**src/rtl/outwin_pkg.sv**
```systemverilog
package outwin_pkg;
    localparam int ADDR_W     = 32;
    localparam int CHUNK_LOG2 = 23;
    localparam int IDX_W      = 5;
    localparam int NUM_CHUNKS = 1 << IDX_W;
    localparam int TAG_W      = ADDR_W - IDX_W - CHUNK_LOG2;
    localparam logic [TAG_W-1:0] REGION_TAG = 4'hF;
    localparam int GATE_LSB   = 7;
    localparam logic [1:0] GATE_OPEN_CODE = 2'b01;

    typedef enum logic { SEL_CTRL = 1'b0, SEL_WINEN = 1'b1 } reg_sel_e;
    typedef enum logic { GATE_CLOSED = 1'b0, GATE_OPEN = 1'b1 } gate_e;
endpackage

```
**src/rtl/outwin_regs.sv**
```systemverilog
module outwin_regs
    import outwin_pkg::*;
#(
    parameter int DW = 32
) (
    input  logic          clk,
    input  logic          rst_n,
    input  logic          wr_en,
    input  logic          wr_sel,
    input  logic [DW-1:0] wr_data,
    output logic [DW-1:0] ctrl_q,
    output logic [DW-1:0] en_q,
    output logic          gate_open
);
    gate_e state_q, state_d;
    reg_sel_e sel;

    assign sel = reg_sel_e'(wr_sel);

    always_ff @(posedge clk) begin
        if (!rst_n) begin
            ctrl_q <= '0;
            en_q   <= '0;
        end else if (wr_en) begin
            if (sel == SEL_CTRL) ctrl_q <= wr_data;
            else                 en_q   <= wr_data;
        end
    end

    always_comb begin
        state_d = state_q;
        unique case (state_q)
            GATE_CLOSED:
                if (wr_en && sel == SEL_CTRL &&
                    wr_data[GATE_LSB +: 2] == GATE_OPEN_CODE)
                    state_d = GATE_OPEN;
            GATE_OPEN:
                if (wr_en && sel == SEL_CTRL &&
                    wr_data[GATE_LSB +: 2] != GATE_OPEN_CODE)
                    state_d = GATE_CLOSED;
            default: state_d = GATE_CLOSED;
        endcase
    end

    always_ff @(posedge clk) begin
        if (!rst_n) state_q <= GATE_CLOSED;
        else        state_q <= state_d;
    end

    always_comb begin
        unique case (state_q)
            GATE_OPEN:   gate_open = 1'b1;
            GATE_CLOSED: gate_open = 1'b0;
            default:     gate_open = 1'b0;
        endcase
    end
endmodule

```
**src/rtl/outwin_match.sv**
```systemverilog
module outwin_match
    import outwin_pkg::*;
#(
    parameter int AW    = ADDR_W,
    parameter int CL2   = CHUNK_LOG2,
    parameter int IW    = IDX_W,
    parameter int NCH   = NUM_CHUNKS
) (
    input  logic [AW-1:0]  addr,
    input  logic [NCH-1:0] en_mask,
    input  logic           gate_open,
    output logic           any_hit,
    output logic [IW-1:0]  idx
);
    localparam int TW = AW - IW - CL2;

    logic [TW-1:0]  tag;
    logic [IW-1:0]  chunk;
    logic           in_region;
    logic [NCH-1:0] match;

    assign tag       = addr[AW-1 -: TW];
    assign chunk     = addr[CL2 +: IW];
    assign in_region = (tag == TW'(REGION_TAG));

    // Chunk 0 and the last chunk are never forwarded.
    genvar g;
    generate
        for (g = 0; g < NCH; g++) begin : g_win
            if (g == 0 || g == NCH - 1) begin : g_reserved
                assign match[g] = 1'b0;
            end else begin : g_live
                assign match[g] = gate_open && in_region &&
                                  (chunk == IW'(g)) && en_mask[g];
            end
        end
    endgenerate

    assign any_hit = |match;

    always_comb begin
        idx = '0;
        for (int k = 0; k < NCH; k++) begin
            if (match[k]) idx = idx | IW'(k);
        end
    end
endmodule

```
**src/rtl/outwin_decoder.sv**
```systemverilog
module outwin_decoder
    import outwin_pkg::*;
(
    input  logic                clk,
    input  logic                rst_n,
    input  logic                wr_en,
    input  logic                wr_sel,
    input  logic [ADDR_W-1:0]   wr_data,
    input  logic                rd_sel,
    output logic [ADDR_W-1:0]   rd_data,
    input  logic [ADDR_W-1:0]   req_addr,
    output logic                hit,
    output logic [IDX_W-1:0]    win_idx,
    output logic [ADDR_W-1:0]   fwd_addr
);
    logic [ADDR_W-1:0] ctrl_q;
    logic [ADDR_W-1:0] en_q;
    logic              gate_open;

    outwin_regs #(.DW(ADDR_W)) u_regs (
        .clk       (clk),
        .rst_n     (rst_n),
        .wr_en     (wr_en),
        .wr_sel    (wr_sel),
        .wr_data   (wr_data),
        .ctrl_q    (ctrl_q),
        .en_q      (en_q),
        .gate_open (gate_open)
    );

    outwin_match #(
        .AW  (ADDR_W),
        .CL2 (CHUNK_LOG2),
        .IW  (IDX_W),
        .NCH (NUM_CHUNKS)
    ) u_match (
        .addr      (req_addr),
        .en_mask   (en_q[NUM_CHUNKS-1:0]),
        .gate_open (gate_open),
        .any_hit   (hit),
        .idx       (win_idx)
    );

    assign fwd_addr = req_addr;
    assign rd_data  = (reg_sel_e'(rd_sel) == SEL_WINEN) ? en_q : ctrl_q;
endmodule

```
**config.mk**
```make
export PLATFORM = sky130hd
export DESIGN_NAME = outwin_decoder
export DESIGN_NICKNAME = d
export VERILOG_FILES = /design/src/rtl/outwin_pkg.sv /design/src/rtl/outwin_regs.sv /design/src/rtl/outwin_match.sv /design/src/rtl/outwin_decoder.sv
export SDC_FILE = /design/constraint.sdc
export NUM_CORES = 1
export LEC_CHECK = 0
export ABC_CLOCK_PERIOD_IN_PS = 2450
export BUFFER_PORTS_ARGS = -buffer_cell sky130_fd_sc_hd__buf_2
export CAP_MARGIN = 20
export CORE_UTILIZATION = 54
export DETAILED_ROUTE_END_ITERATION = 10
export PLACE_DENSITY = 0.86
export SLEW_MARGIN = 10
export SYNTH_ARGS = -nofsm -noshare
export SYNTH_HDL_FRONTEND = slang
export SYNTH_HIERARCHICAL = 1
export SYNTH_SLANG_ARGS = --single-unit
```
**constraint.sdc**
```tcl
create_clock -name clk -period 2.45 [get_ports clk]
set_input_delay 0.3675 -clock clk [delete_from_list [all_inputs] [get_ports clk]]
set_output_delay 0.3675 -clock clk [all_outputs]
set_load 0.01 [all_outputs]
```
**Word-level counts from Yosys, hierarchy flattened**

Cells that the tools add are included.

- Register bits after elaboration: 65
- Input bits: 69
- Output and inout port bits: 70
- Logic and storage cells: 158

- Equal/unequal tests: 38
- Multiplexer cells: 47
- Bitwise operators: 2
- Reduce and logical (&&, ||, !) cells: 68

Operators with widths:

| kind | count |
|---|---|
| 32-bit two-way mux | 11 |
| 5-bit == test (second input constant) | 15 |
| 5-bit two-way mux | 15 |
| 1-bit logical AND | 64 |
| 5-bit by 4-bit == test with 1-bit output (second input constant) | 8 |
| 4-bit two-way mux | 8 |
| 30-bit OR reduction | 1 |
| 5-bit by 3-bit == test with 1-bit output (second input constant) | 4 |
| 3-bit two-way mux | 4 |
| 5-bit by 2-bit == test with 1-bit output (second input constant) | 2 |
| 2-bit by 1-bit != test with 1-bit output (second input constant) | 3 |
| 2-bit AND reduction | 3 |
| 5-bit by 1-bit == test with 1-bit output (second input constant) | 1 |
| 1-bit two-way mux | 5 |
| 4-bit == test (second input constant) | 1 |
| 2-bit two-way mux | 2 |
| 2-bit != test (second input constant) | 2 |
| 1-bit one-hot mux with 2 select lines | 2 |
| 3-bit by 1-bit != test with 1-bit output (second input constant) | 1 |
| 2-bit by 1-bit == test with 1-bit output (second input constant) | 1 |
| 1-bit NOT | 2 |

**Depth between registers and ports, before layout**

- Depth in word-level cells: 35
- Depth in mapped cells: 7
- Gate-level depth less buffers: 5

**Modules after synthesis**

Netlist, hierarchy kept.

Modules (own cells, without submodules):

| module | times used | cells an instance | area each (um2) | sequential area each (um2) |
|---|---|---|---|---|
| outwin_regs | 1 | 286 | 2,454.9 | 1,301.2 |
| outwin_decoder | 1 | 68 | 784.5 | 0.0 |
| outwin_match | 1 | 99 | 698.2 | 0.0 |

**Worst setup path before layout**

Ideal clock, no wire load.

- Path kind: input to output
- Start: input port req_addr[25]
- End: output port win_idx[0]
- Data arrival time: 1.492 ns
- Data required time: 2.082 ns
- Slack: 0.590 ns
- Cell stages on the path: 6
- Buffers on the path: 1
- Path through: buf_6 > nand2b_4 > or4_4 > o21ai_2 > a31oi_1 > a31oi_1

- Cells in the longest elaborated chain, start to end: 33
- Elaborated cells on any way between the ends: 75
- Classes of those cells: 15 x eq/ne; 30 x mux; 30 x reduce/logical

Ends and longest elaborated chain:

| what | RTL line | text |
|---|---|---|
| start: declaration | outwin_decoder.sv:11 | `input logic [ADDR_W-1:0] req_addr,` |
| 5-bit by 1-bit == test with 1-bit output | outwin_match.sv:34 | `(chunk == IW'(g)) && en_mask[g];` |
| 1-bit logical AND | outwin_match.sv:33 | `assign match[g] = gate_open && in_region &&` |
| 1-bit logical AND | outwin_match.sv:34 |  |
| 1-bit two-way mux | outwin_match.sv:44 | `if (match[k]) idx = idx \| IW'(k);` |
| 2-bit two-way mux (2 in series) | outwin_match.sv:44 |  |
| 3-bit two-way mux (4 in series) | outwin_match.sv:44 |  |
| 4-bit two-way mux (8 in series) | outwin_match.sv:44 |  |
| 5-bit two-way mux (13 in series) | outwin_match.sv:44 |  |
| 5-bit two-way mux (*) (2 in series) | outwin_match.sv:44 |  |
| end: declaration | outwin_decoder.sv:13 | `output logic [IDX_W-1:0] win_idx,` |

Mark *: on every way between the ends. The rest lies on a longest branch, timed or not.

**Final worst setup path**

- Start: input port req_addr[27]
- End: output port hit

- Cells in the longest elaborated chain, start to end: 4
- Elaborated cells on any way between the ends: 91
- Classes of those cells: 30 x eq/ne; 61 x reduce/logical

Ends and longest elaborated chain:

| what | RTL line | text |
|---|---|---|
| 5-bit by 1-bit == test with 1-bit output (tied with other cells) | outwin_match.sv:34 |  |
| 1-bit logical AND | outwin_match.sv:33 |  |
| 1-bit logical AND | outwin_match.sv:34 |  |
| 30-bit OR reduction (*) | outwin_match.sv:39 | `assign any_hit = \|match;` |
| end: declaration | outwin_decoder.sv:12 | `output logic hit,` |

Marked as above.

==> out/results.txt <==
status -> complete, no violations
first-iteration detailed-routing DRC count -> 169
most common cell after layout, fill and taps aside -> nand2_1
main combinational cell family by area after synthesis -> simple AND/OR/NAND/NOR gates
CTS H-Tree Depth -> 3
crit-path most repeated cell -> buf_2
final cell count without fillers -> 598
clock root cell -> clkbuf_8
Final Hold Viols -> 0
critical path capture point type -> output port
met3 wire length -> 547 µm
Tmin final -> 2.28 ns
Sink Count -> 65
Rows -> 30
Worst IR Drop VDD -> 0.324 mV
Mapped Avg Cell Area -> 8.69 µm²
Data arrival, critical path -> 1.92 ns
met2 wire length -> 4640 µm
crit path buf inv count -> 2
Die X -> 87.4 µm
max_cap viols -> 0
cell area after layout -> 4280 µm²
# IOs -> 139
highest metal used -> met4
die height -> 87.4 µm
sequential fraction of the synthesis area -> 33.0%
drt pass-1 iters -> 5
DR vias -> 3306
vias in the first global route -> 3197
syn nets -> 522
total routed wirelength -> 9710 µm
Max Freq -> 438 MHz
critical path depth in cells -> 7
Total GRT Usage -> 26.2%
Post-Syn Area -> 3940 µm²
Final #Nets -> 567
Pwr per Cell Area -> 569 nW/µm²
clk buf depth -> 2
HP Class -> in2reg
Post-CTS Setup Bufs -> 0
largest net degree at the start of global routing -> 66
P&R area growth vs syn -> 8.67%
share of layout cells above drive strength 1 -> 31.7%
wl on met1 -> 4270 µm
area of the die -> 7640 µm²
leakage -> 1.84 nW
total CTS buffers -> 9
CTS clk-pin slew, worst paths -> 0.07 ns
RSZ-0062 raised after global routing -> no
drt via density -> 5.53
setup total negative slack -> 0 ns
Synth Register Bits -> 65
TritonCTS clock tree -> done
Setup Skew -> 0 ns
Slew HR -> 38.7%
number of diodes -> 0
ys flop type -> dfxtp_1
worst path cell trace -> buf_2 -> mux2i_1 -> o22ai_1 -> a21o_1 -> a211oi_2 -> a41oi_2 -> buf_2
DRC viols -> 0
critical path fanouts, max -> 20
Slew Limit Fails -> 0
dpl cells -> 583
Synth Area in Simple Gates -> 20.1%
max incr delay on CP -> 0.36 ns
Slew @ Worst Pin -> 0.919 ns
core region area -> 6910 µm²
Setup-failing EPs final -> 0
Syn Inst Count -> 453
Clk Latency, worst-skew pair -> 0.33 ns
Synth Area in Adders -> 0%
Placer Congestion -> 0.896
GRT overflow -> 0
EDFF count, synth -> 0
Area after DPL -> 4080 µm²
startpoint types -> primary input
initial antenna violation count -> 0
Initial Utilization -> 57.0%
distinct cell type count after synthesis -> 45
IO buf count -> 92
delay-heaviest family, CP -> compound AO/OA/AOI/OAI gates
Worst Setup Path Type -> in2out
post-synthesis mux area share -> 15.7%
antenna-violating nets left -> 0
first-pass GRT wire length -> 15500 µm
Compound-Gate Fraction of Synth Area -> 17.7%
Worst EP required -> 2.08 ns
slowest CP cell -> buf_2
R2R Setup Slk -> 1.65 ns
wire length per cell -> 16.2 µm
commonest non-fill, non-tap cells in the layout -> 139 x nand2_1, 91 x buf_2, 65 x dfxtp_1
fin util -> 62.0%
crit share post-route -> 93.2%
ys async rst share -> 0%
post-DP HPWL -> 6580 µm
post-synthesis xor/xnor area fraction -> 0%
Hold Path Depth -> 3
R2R depth -> 2
Synth Warn # -> 6
==> flip-flops by register name (all words and copies together), names as in the netlist, named ones only <==
register	count
u_regs/ctrl_q	32
u_regs/en_q	32
==> report_power, final <==
part | internal (mW) | switching [mW] | total (mW) | leakage, nW
logic | 0.173 | 0.203 | 0.376 | 1.21
registers | 1.11 | 0.0369 | 1.14 | 0.531
clock network | 0.517 | 0.397 | 0.915 | 0.102
total | 1.80 | 0.637 | 2.43 | 1.84
==> worst reg2reg max path: stages, from the launching register on <==
cell and delay (ns):
dfxtp_1 0.38, nand2_1 0.09, a21boi_0 0.24
==> area by class of cell <==
type                    count  area (µm²)
fillers                   643        2630
multi-input cells         319        2120
flip-flops and latches     65        1300
repair buffers            100         536
clock buffers              12         155
well taps                  96         120
clock inverters             3        40.0
inverters                   3        11.3
==> worst paths after layout <==
path	start	end
max	req_addr[27]	hit
min reg2reg	u_regs/ctrl_q[19]$_SDFFE_PN0P_	u_regs/ctrl_q[19]$_SDFFE_PN0P_
max reg2reg	u_regs/en_q[18]$_SDFFE_PN0P_	u_regs/en_q[18]$_SDFFE_PN0P_
min	wr_data[0]	u_regs/ctrl_q[0]$_SDFFE_PN0P_
==> kinds of logic (layout without fill, tap and decap cells) <==
| logic type | after synthesis | in the layout |
|---|---|---|
| AO/OA/AOI/OAI | 94 | 94 |
| buffers and inverters | 69 | 118 |
| flip-flops | 65 | 65 |
| multiplexers | 46 | 46 |
| AND/OR/NAND/NOR | 179 | 179 |
==> metrics by stage <==
stage	hold WS [ns]	worst slack [ns]	power (mW)
2_1_floorplan	0.427	0.590	1.47
3_3_place_gp	0.438	0.213	1.53
3_5_place_dp	0.444	0.187	1.54
4_1_cts	0.272	0.187	2.45
5_1_grt	0.273	0.0600	2.54
6_report	0.283	0.166	2.43
==> routing by layer <==
| layer | vias up | GRT usage, % |
|---|---|---|
| met5 | - | 0 |
| met4 | 0 | 12.5 |
| met3 | 35 | 4.74 |
| met2 | 136 | 43.4 |
| met1 | 1548 | 32.7 |
| li1 | 1587 | - |
==> cells in the mapped netlist, types with 2 or more instances <==
| cell type | instances | area, µm² |
|---|---|---|
| clkbuf_1 | 6 | 22.5 |
| a21boi_0 | 21 | 158 |
| o21ai_0 | 2 | 10.0 |
| dfxtp_1 | 65 | 1300 |
| buf_12 | 3 | 60.1 |
| nor2_1 | 3 | 11.3 |
| buf_6 | 7 | 78.8 |
| a22oi_1 | 3 | 22.5 |
| a21oi_1 | 4 | 20.0 |
| nor3_1 | 3 | 15.0 |
| mux2_4 | 30 | 450 |
| nand3_1 | 7 | 35.0 |
| a21boi_1 | 45 | 338 |
| o22ai_1 | 3 | 18.8 |
| nand4_1 | 6 | 37.5 |
| mux2_2 | 6 | 67.6 |
| buf_4 | 41 | 308 |
| a31oi_1 | 5 | 31.3 |
| nand2_1 | 139 | 522 |
| nor2b_1 | 8 | 50.1 |
| mux2i_1 | 9 | 90.1 |
| nand3b_1 | 4 | 30.0 |
| buf_2 | 9 | 45.0 |
| inv_1 | 3 | 11.3 |
==> timing repair <==
action                     CTS  global route
gates resized for setup      0             2
hold buffers                 0             0
setup endpoints to repair    0             1
(Power assumes the default switching activity.)
